==> config.mk <==
export PLATFORM = sky130hd
export DESIGN_NAME = switch_settle_gate
export DESIGN_NICKNAME = d
export VERILOG_FILES = /design/src/rtl/settle_gate_pkg.sv /design/src/rtl/settle_gate_downcnt.sv /design/src/rtl/settle_gate_ctrl.sv /design/src/rtl/settle_gate_dpath.sv /design/src/rtl/switch_settle_gate.sv
export SDC_FILE = /design/constraint.sdc
export NUM_CORES = 1
export LEC_CHECK = 0
export BUFFER_PORTS_ARGS = -buffer_cell sky130_fd_sc_hd__buf_2
export CAP_MARGIN = 20
export CORE_ASPECT_RATIO = 0.75
export CORE_MARGIN = 1.5
export CORE_UTILIZATION = 45
export DETAILED_ROUTE_END_ITERATION = 10
export PLACE_DENSITY_LB_ADDON = 0.25
export SLEW_MARGIN = 20
export SYNTH_ARGS = -nofsm -noshare
export SYNTH_HDL_FRONTEND = slang
export SYNTH_HIERARCHICAL = 1
export SYNTH_SLANG_ARGS = --single-unit
==> constraint.sdc <==
create_clock -name clk -period 2 [get_ports clk]
set_clock_uncertainty 0.1 [all_clocks]
set_input_delay 0.2 -clock clk [delete_from_list [all_inputs] [get_ports clk]]
set_output_delay 0.2 -clock clk [all_outputs]
set_load 0.03 [all_outputs]
==> src/rtl/settle_gate_pkg.sv <==
package settle_gate_pkg;

  typedef enum logic [1:0] {
    ST_RUN     = 2'd0,
    ST_SETTLE  = 2'd1,
    ST_DISCARD = 2'd2
  } gateState_e;

  typedef struct packed {
    logic loadSel;
    logic forward;
  } gateStrobe_t;

endpackage

==> src/rtl/settle_gate_downcnt.sv <==
module settle_gate_downcnt #(
  parameter int W = 8
) (
  input  logic         clk,
  input  logic         rstN,
  input  logic         load,
  input  logic [W-1:0] loadVal,
  input  logic         dec,
  output logic [W-1:0] value
);

  always_ff @(posedge clk or negedge rstN) begin
    if (!rstN) begin
      value <= '0;
    end else if (load) begin
      value <= loadVal;
    end else if (dec && (value != '0)) begin
      value <= value - W'(1);
    end
  end

endmodule

==> src/rtl/settle_gate_ctrl.sv <==
module settle_gate_ctrl
  import settle_gate_pkg::*;
#(
  parameter int SETTLE_W  = 16,
  parameter int DISCARD_W = 8
) (
  input  logic                 clk,
  input  logic                 rstN,
  input  logic                 switchReq,
  input  logic                 overRange,
  input  logic [SETTLE_W-1:0]  settleCycles,
  input  logic [DISCARD_W-1:0] discardCount,
  input  logic                 sampleValid,
  output gateStrobe_t          strobes,
  output logic                 busy
);

  gateState_e state, stateNext;
  logic trigger;
  logic [SETTLE_W-1:0]  settleLeft;
  logic [DISCARD_W-1:0] discardLeft;
  logic settleDec, discardDec, discardDone, settleLast;

  assign trigger     = switchReq | overRange;
  assign discardDone = (discardLeft == '0);
  assign settleLast  = (settleLeft <= SETTLE_W'(1));
  assign settleDec   = !trigger && (state == ST_SETTLE);
  assign discardDec  = !trigger && (state == ST_DISCARD) && sampleValid && !discardDone;

  settle_gate_downcnt #(.W(SETTLE_W)) u_settleCnt (
    .clk     (clk),
    .rstN    (rstN),
    .load    (trigger),
    .loadVal (settleCycles),
    .dec     (settleDec),
    .value   (settleLeft)
  );

  settle_gate_downcnt #(.W(DISCARD_W)) u_discardCnt (
    .clk     (clk),
    .rstN    (rstN),
    .load    (trigger),
    .loadVal (discardCount),
    .dec     (discardDec),
    .value   (discardLeft)
  );

  always_comb begin
    stateNext = state;
    if (trigger) begin
      stateNext = (settleCycles == '0) ? ST_DISCARD : ST_SETTLE;
    end else begin
      unique case (state)
        ST_SETTLE:  if (settleLast) stateNext = ST_DISCARD;
        ST_DISCARD: if (sampleValid && discardDone) stateNext = ST_RUN;
        default:    stateNext = ST_RUN;
      endcase
    end
  end

  always_ff @(posedge clk or negedge rstN) begin
    if (!rstN) state <= ST_RUN;
    else       state <= stateNext;
  end

  always_comb begin
    strobes.loadSel = switchReq;
    strobes.forward = !trigger && sampleValid &&
                      ((state == ST_RUN) || ((state == ST_DISCARD) && discardDone));
  end

  assign busy = (state != ST_RUN);

endmodule

==> src/rtl/settle_gate_dpath.sv <==
module settle_gate_dpath
  import settle_gate_pkg::*;
#(
  parameter int SEL_W     = 4,
  parameter int DATA_W    = 16,
  parameter logic [SEL_W-1:0] RESET_SEL = '0
) (
  input  logic              clk,
  input  logic              rstN,
  input  gateStrobe_t       strobes,
  input  logic [SEL_W-1:0]  newSel,
  input  logic [DATA_W-1:0] sampleData,
  output logic [SEL_W-1:0]  selOut,
  output logic              outValid,
  output logic [DATA_W-1:0] outData
);

  always_ff @(posedge clk or negedge rstN) begin
    if (!rstN) begin
      selOut <= RESET_SEL;
    end else if (strobes.loadSel) begin
      selOut <= newSel;
    end
  end

  always_ff @(posedge clk or negedge rstN) begin
    if (!rstN) begin
      outValid <= 1'b0;
      outData  <= '0;
    end else begin
      outValid <= strobes.forward;
      if (strobes.forward) outData <= sampleData;
    end
  end

endmodule

==> src/rtl/switch_settle_gate.sv <==
module switch_settle_gate
  import settle_gate_pkg::*;
#(
  parameter int SEL_W     = 4,
  parameter int DATA_W    = 16,
  parameter int SETTLE_W  = 16,
  parameter int DISCARD_W = 8
) (
  input  logic                 clk,
  input  logic                 rstN,
  input  logic                 switchReq,
  input  logic [SEL_W-1:0]     newSel,
  input  logic                 overRange,
  input  logic [SETTLE_W-1:0]  settleCycles,
  input  logic [DISCARD_W-1:0] discardCount,
  input  logic                 sampleValid,
  input  logic [DATA_W-1:0]    sampleData,
  output logic [SEL_W-1:0]     selOut,
  output logic                 outValid,
  output logic [DATA_W-1:0]    outData,
  output logic                 busy
);

  gateStrobe_t strobes;

  settle_gate_ctrl #(.SETTLE_W(SETTLE_W), .DISCARD_W(DISCARD_W)) u_ctrl (
    .clk          (clk),
    .rstN         (rstN),
    .switchReq    (switchReq),
    .overRange    (overRange),
    .settleCycles (settleCycles),
    .discardCount (discardCount),
    .sampleValid  (sampleValid),
    .strobes      (strobes),
    .busy         (busy)
  );

  settle_gate_dpath #(.SEL_W(SEL_W), .DATA_W(DATA_W)) u_dpath (
    .clk        (clk),
    .rstN       (rstN),
    .strobes    (strobes),
    .newSel     (newSel),
    .sampleData (sampleData),
    .selOut     (selOut),
    .outValid   (outValid),
    .outData    (outData)
  );

endmodule

==> metrics.md <==
| Metric | Value |
|---|---|
| Unique cell type count in the Yosys netlist | 54 |
| Final non-filler cell total | 428 |
| Final standard cell utilization of the core | 64.12% |
| Max H-tree Level | 2 |
| Syn_area_per_cell | 10.37 um2 |
| Maximum fanout encountered on the critical timing path | 5 |
| Highest-delay cell along the critical path | sky130_fd_sc_hd__dfrtp_1 |
| Area of the die | 6299 um2 |
| Pin count of the biggest net entering global routing | 27 |
| Syn nets | 305 |
| CP Capture Type | register |
| Required time at the endpoint of the critical path | 2.12 ns |
| Worst Hold Slack | 0.01745 ns |
| Average wire per standard cell | 15.95 um |
| Wire length after detailed routing | 6828 um |
| Multi-input logic area | 1443 um2 |
| Initial cell density of the core | 47.96% |
| Number of cells on the critical path | 5 |
| I/O pin count | 71 |
| GRT Overall Usage | 21.57% |
| Leakage | 1.542 nW |
| Period minus WS final | 1.939 ns |
| Hold violation total from the final report | 0 |
| Biggest area consumer among synthesized cells | sky130_fd_sc_hd__dfrtp_1 |
| ANT nets after route | 0 |
| Sum Neg Setup Slack | 0 ns |
| Number of synthesized register bits | 47 |
| Cell Area, Synth | 2623 um2 |
| Logic depth of the worst register-to-register path | 5 |
| Insertion delay to the later sink of the worst-skew pair | 0.30 ns |
| Largest buffer count on any clock path | 2 |
| Series of cell instances along the critical path | nor3b_4 -> nor4b_4 -> nand2_1 -> or4_1 -> a31oi_1 |
| Finish-stage setup viols | 0 |
| Post-Place Cells | 419 |
| Clock tree root buffer cell | sky130_fd_sc_hd__clkbuf_8 |
| Arrival time at the worst endpoint | 2.06 ns |
| Power density over the cells | 760.6 nW/um2 |
| TritonCTS clock tree | done |
| Antenna violations before repair | 0 |
| Class of the tightest hold or removal check | in -> reg |
| Detailed-route DRC error count | 0 |
| Sequential share of the synthesized area | 44.85% |
| Final count of pins violating max slew | 0 |
| TritonCTS Buffers | 5 |
| Residual overflow from global routing | 0 |
| Slew at the pin with the worst max-slew slack | 0.6159 ns |
| Commonest cells post-synth | 47 x sky130_fd_sc_hd__dfrtp_1, 21 x sky130_fd_sc_hd__nand2_1, 21 x sky130_fd_sc_hd__nor2_1 |
| Post-synth EDFFs | 0 |
| Max transition margin | 58.56% |
| Vias per std cell | 5.769 |
| Crit start category | register |
| Synth top area share | 44.85% |
| Half-perimeter wire length after detailed placement | 4975 um |
| Synthesis-to-layout area growth | 33.68% |
| Biggest area contributors in the synthesized netlist | sky130_fd_sc_hd__dfrtp_1 45%, sky130_fd_sc_hd__mux2_4 5.7%, sky130_fd_sc_hd__mux2_2 4.7% |
| Total of buffers placed on input and output ports | 70 |
| Die Wd | 91.15 um |
| Via count of the routed design | 2469 |
| Nets@finish | 404 |
| Vias in the first global route | 2310 |
| DR pass1 iterations | 5 |
| Main flop type after synthesis | sky130_fd_sc_hd__dfrtp_1 |
| Max-cap viol count | 0 |
| First-pass GRT wire length | 10850 um |
| Startpoint-to-endpoint class of the critical path | reg -> reg |
| Sum of buffers and inverters on the critical path | 0 |
| Run status | finished clean |
| Post-route clock period utilization | 96.93% |
| Site Rows | 23 |
| Hold Path Cell Cnt | 3 |
| CP peak stage delay | 0.42 ns |
| Cells after Synth | 253 |
| Initial DRC Count | 170 |
| Fill cells | 463 |
| Area taken by flip-flops and latches | 1176 um2 |
| Cell family contributing the most delay on the critical path | simple AND/OR/NAND/NOR gates |
| Highest ir drop seen on vdd | 0.3315 mV |
| Clock Pin Slew Worst Setup and Hold Paths | 0.09 ns |
| # clock sinks | 47 |
| Synthesis warning total | 6 |
| Share of flip-flops with an asynchronous set or reset after synthesis | 100.0% |
| Die Y | 69.11 um |
| Most numerous cell in the Yosys netlist | sky130_fd_sc_hd__dfrtp_1 |
| Peak clock frequency supported by timing | 515.8 MHz |
| Gp weighted congestion | 0.8160 |
| Overall Power | 2.666 mW |
| Area of the core region | 5468 um2 |
| Total inserted antenna cells | 0 |
| Layout cell share with drive strength beyond 1 | 45.89% |
| Setup repair after global routing missed its margin | true |
## sequential cells by signal (all words and copies together) (netlist names)
name                       cells
u_dpath/outData               16
u_ctrl/state                   2
u_dpath/outValid               1
u_dpath/selOut                 4
u_ctrl/u_discardCnt/value      8
u_ctrl/u_settleCnt/value      16
## layout by cell type, fill, tap and decap left out, drive strengths merged, types with 4 or more instances in the layout
master  Yosys  final
nand4       4      4
a21oi       6      6
a31oi      13     13
o211ai      5      5
nand2      22     22
or3         4      4
inv         9     10
nor2       21     21
dfrtp      47     47
nor3b       5      5
or4         7      7
o21ai       8      8
nand3       6      6
nor3        5      5
clkbuf      7      6
buf         4    102
nor4       15     15
o31ai       5      5
mux2       21     21
## layer usage
layer / global-route usage [%] / vias to the layer above / wire, um / share of wire, %
met5: 0 / - / 0 / 0
met4: 6.250 / 0 / 78 / 1.1
met3: 5.960 / 14 / 596 / 8.7
met2: 31.34 / 152 / 2877 / 42
met1: 31.35 / 1143 / 3275 / 48
li1: - / 1160 / - / -
## metrics by stage
step / area [um2] / setup slack (ns)
after floorplan: 2631 / 0.02339
after detailed placement: 3287 / -0.1390
after global placement: 3287 / -0.07431
after CTS: 3437 / 0.005902
after global routing: 3506 / -0.07814
final: 3506 / 0.06140
## worst paths after layout
path / startpoint / endpoint / slack, ns
setup / recovery: u_ctrl/state[1] / u_ctrl/u_settleCnt/value[13] / 0.06
hold / removal: settleCycles[2] / u_ctrl/u_settleCnt/value[2] / 0.02
setup reg to reg: u_ctrl/state[1] / u_ctrl/u_settleCnt/value[13] / 0.06
hold reg to reg: u_dpath/outData[1] / u_dpath/outData[1] / 0.41
max in group asynchronous: rstN / u_ctrl/u_discardCnt/value[3] / 0.96
min in group asynchronous: rstN / u_dpath/selOut[0] / 0.32
## logic make-up after synthesis
group / Yosys count / share of synthesized area [%]
AO/OA/AOI/OAI: 53 / 14.17
adder cells (fa/ha/maj): 3 / 1.431
buffers and inverters: 20 / 3.960
flip-flops: 47 / 44.85
multiplexers: 22 / 10.83
AND/OR/NAND/NOR: 108 / 24.76
## tightest hold or removal path, delay by kind of cell
kind	cells	cell delay (ns)
and+or+nand+nor	2	0.10
buffers and inverters	1	0.09
## power by group
| part | leakage [nW] | internal (mW) | switching [mW] |
|---|---|---|---|
| combinational | 0.918 | 0.317 | 0.417 |
| clock | 0.0618 | 0.411 | 0.328 |
| sequential | 0.561 | 1.08 | 0.111 |
## cell type report
type                    instances  share of cell area [%]
clock inverters                 2                   1.106
well taps                      75                   2.677
clock buffers                   6                   2.355
inverters                       9                  0.9636
repair buffers                103                   18.20
flip-flops and latches         47                   33.55
multi-input cells             186                   41.15
## repair_timing
| action | in CTS | in global routing |
|---|---|---|
| gates resized for setup | 5 | 16 |
| pin swaps | 1 | 3 |
| buffers inserted | 0 | 0 |
| hold buffers | 1 | 0 |
| setup endpoints to repair | 4 | 17 |
| endpoints found under the hold margin | 25 | 0 |
(Power assumes the default switching activity.)
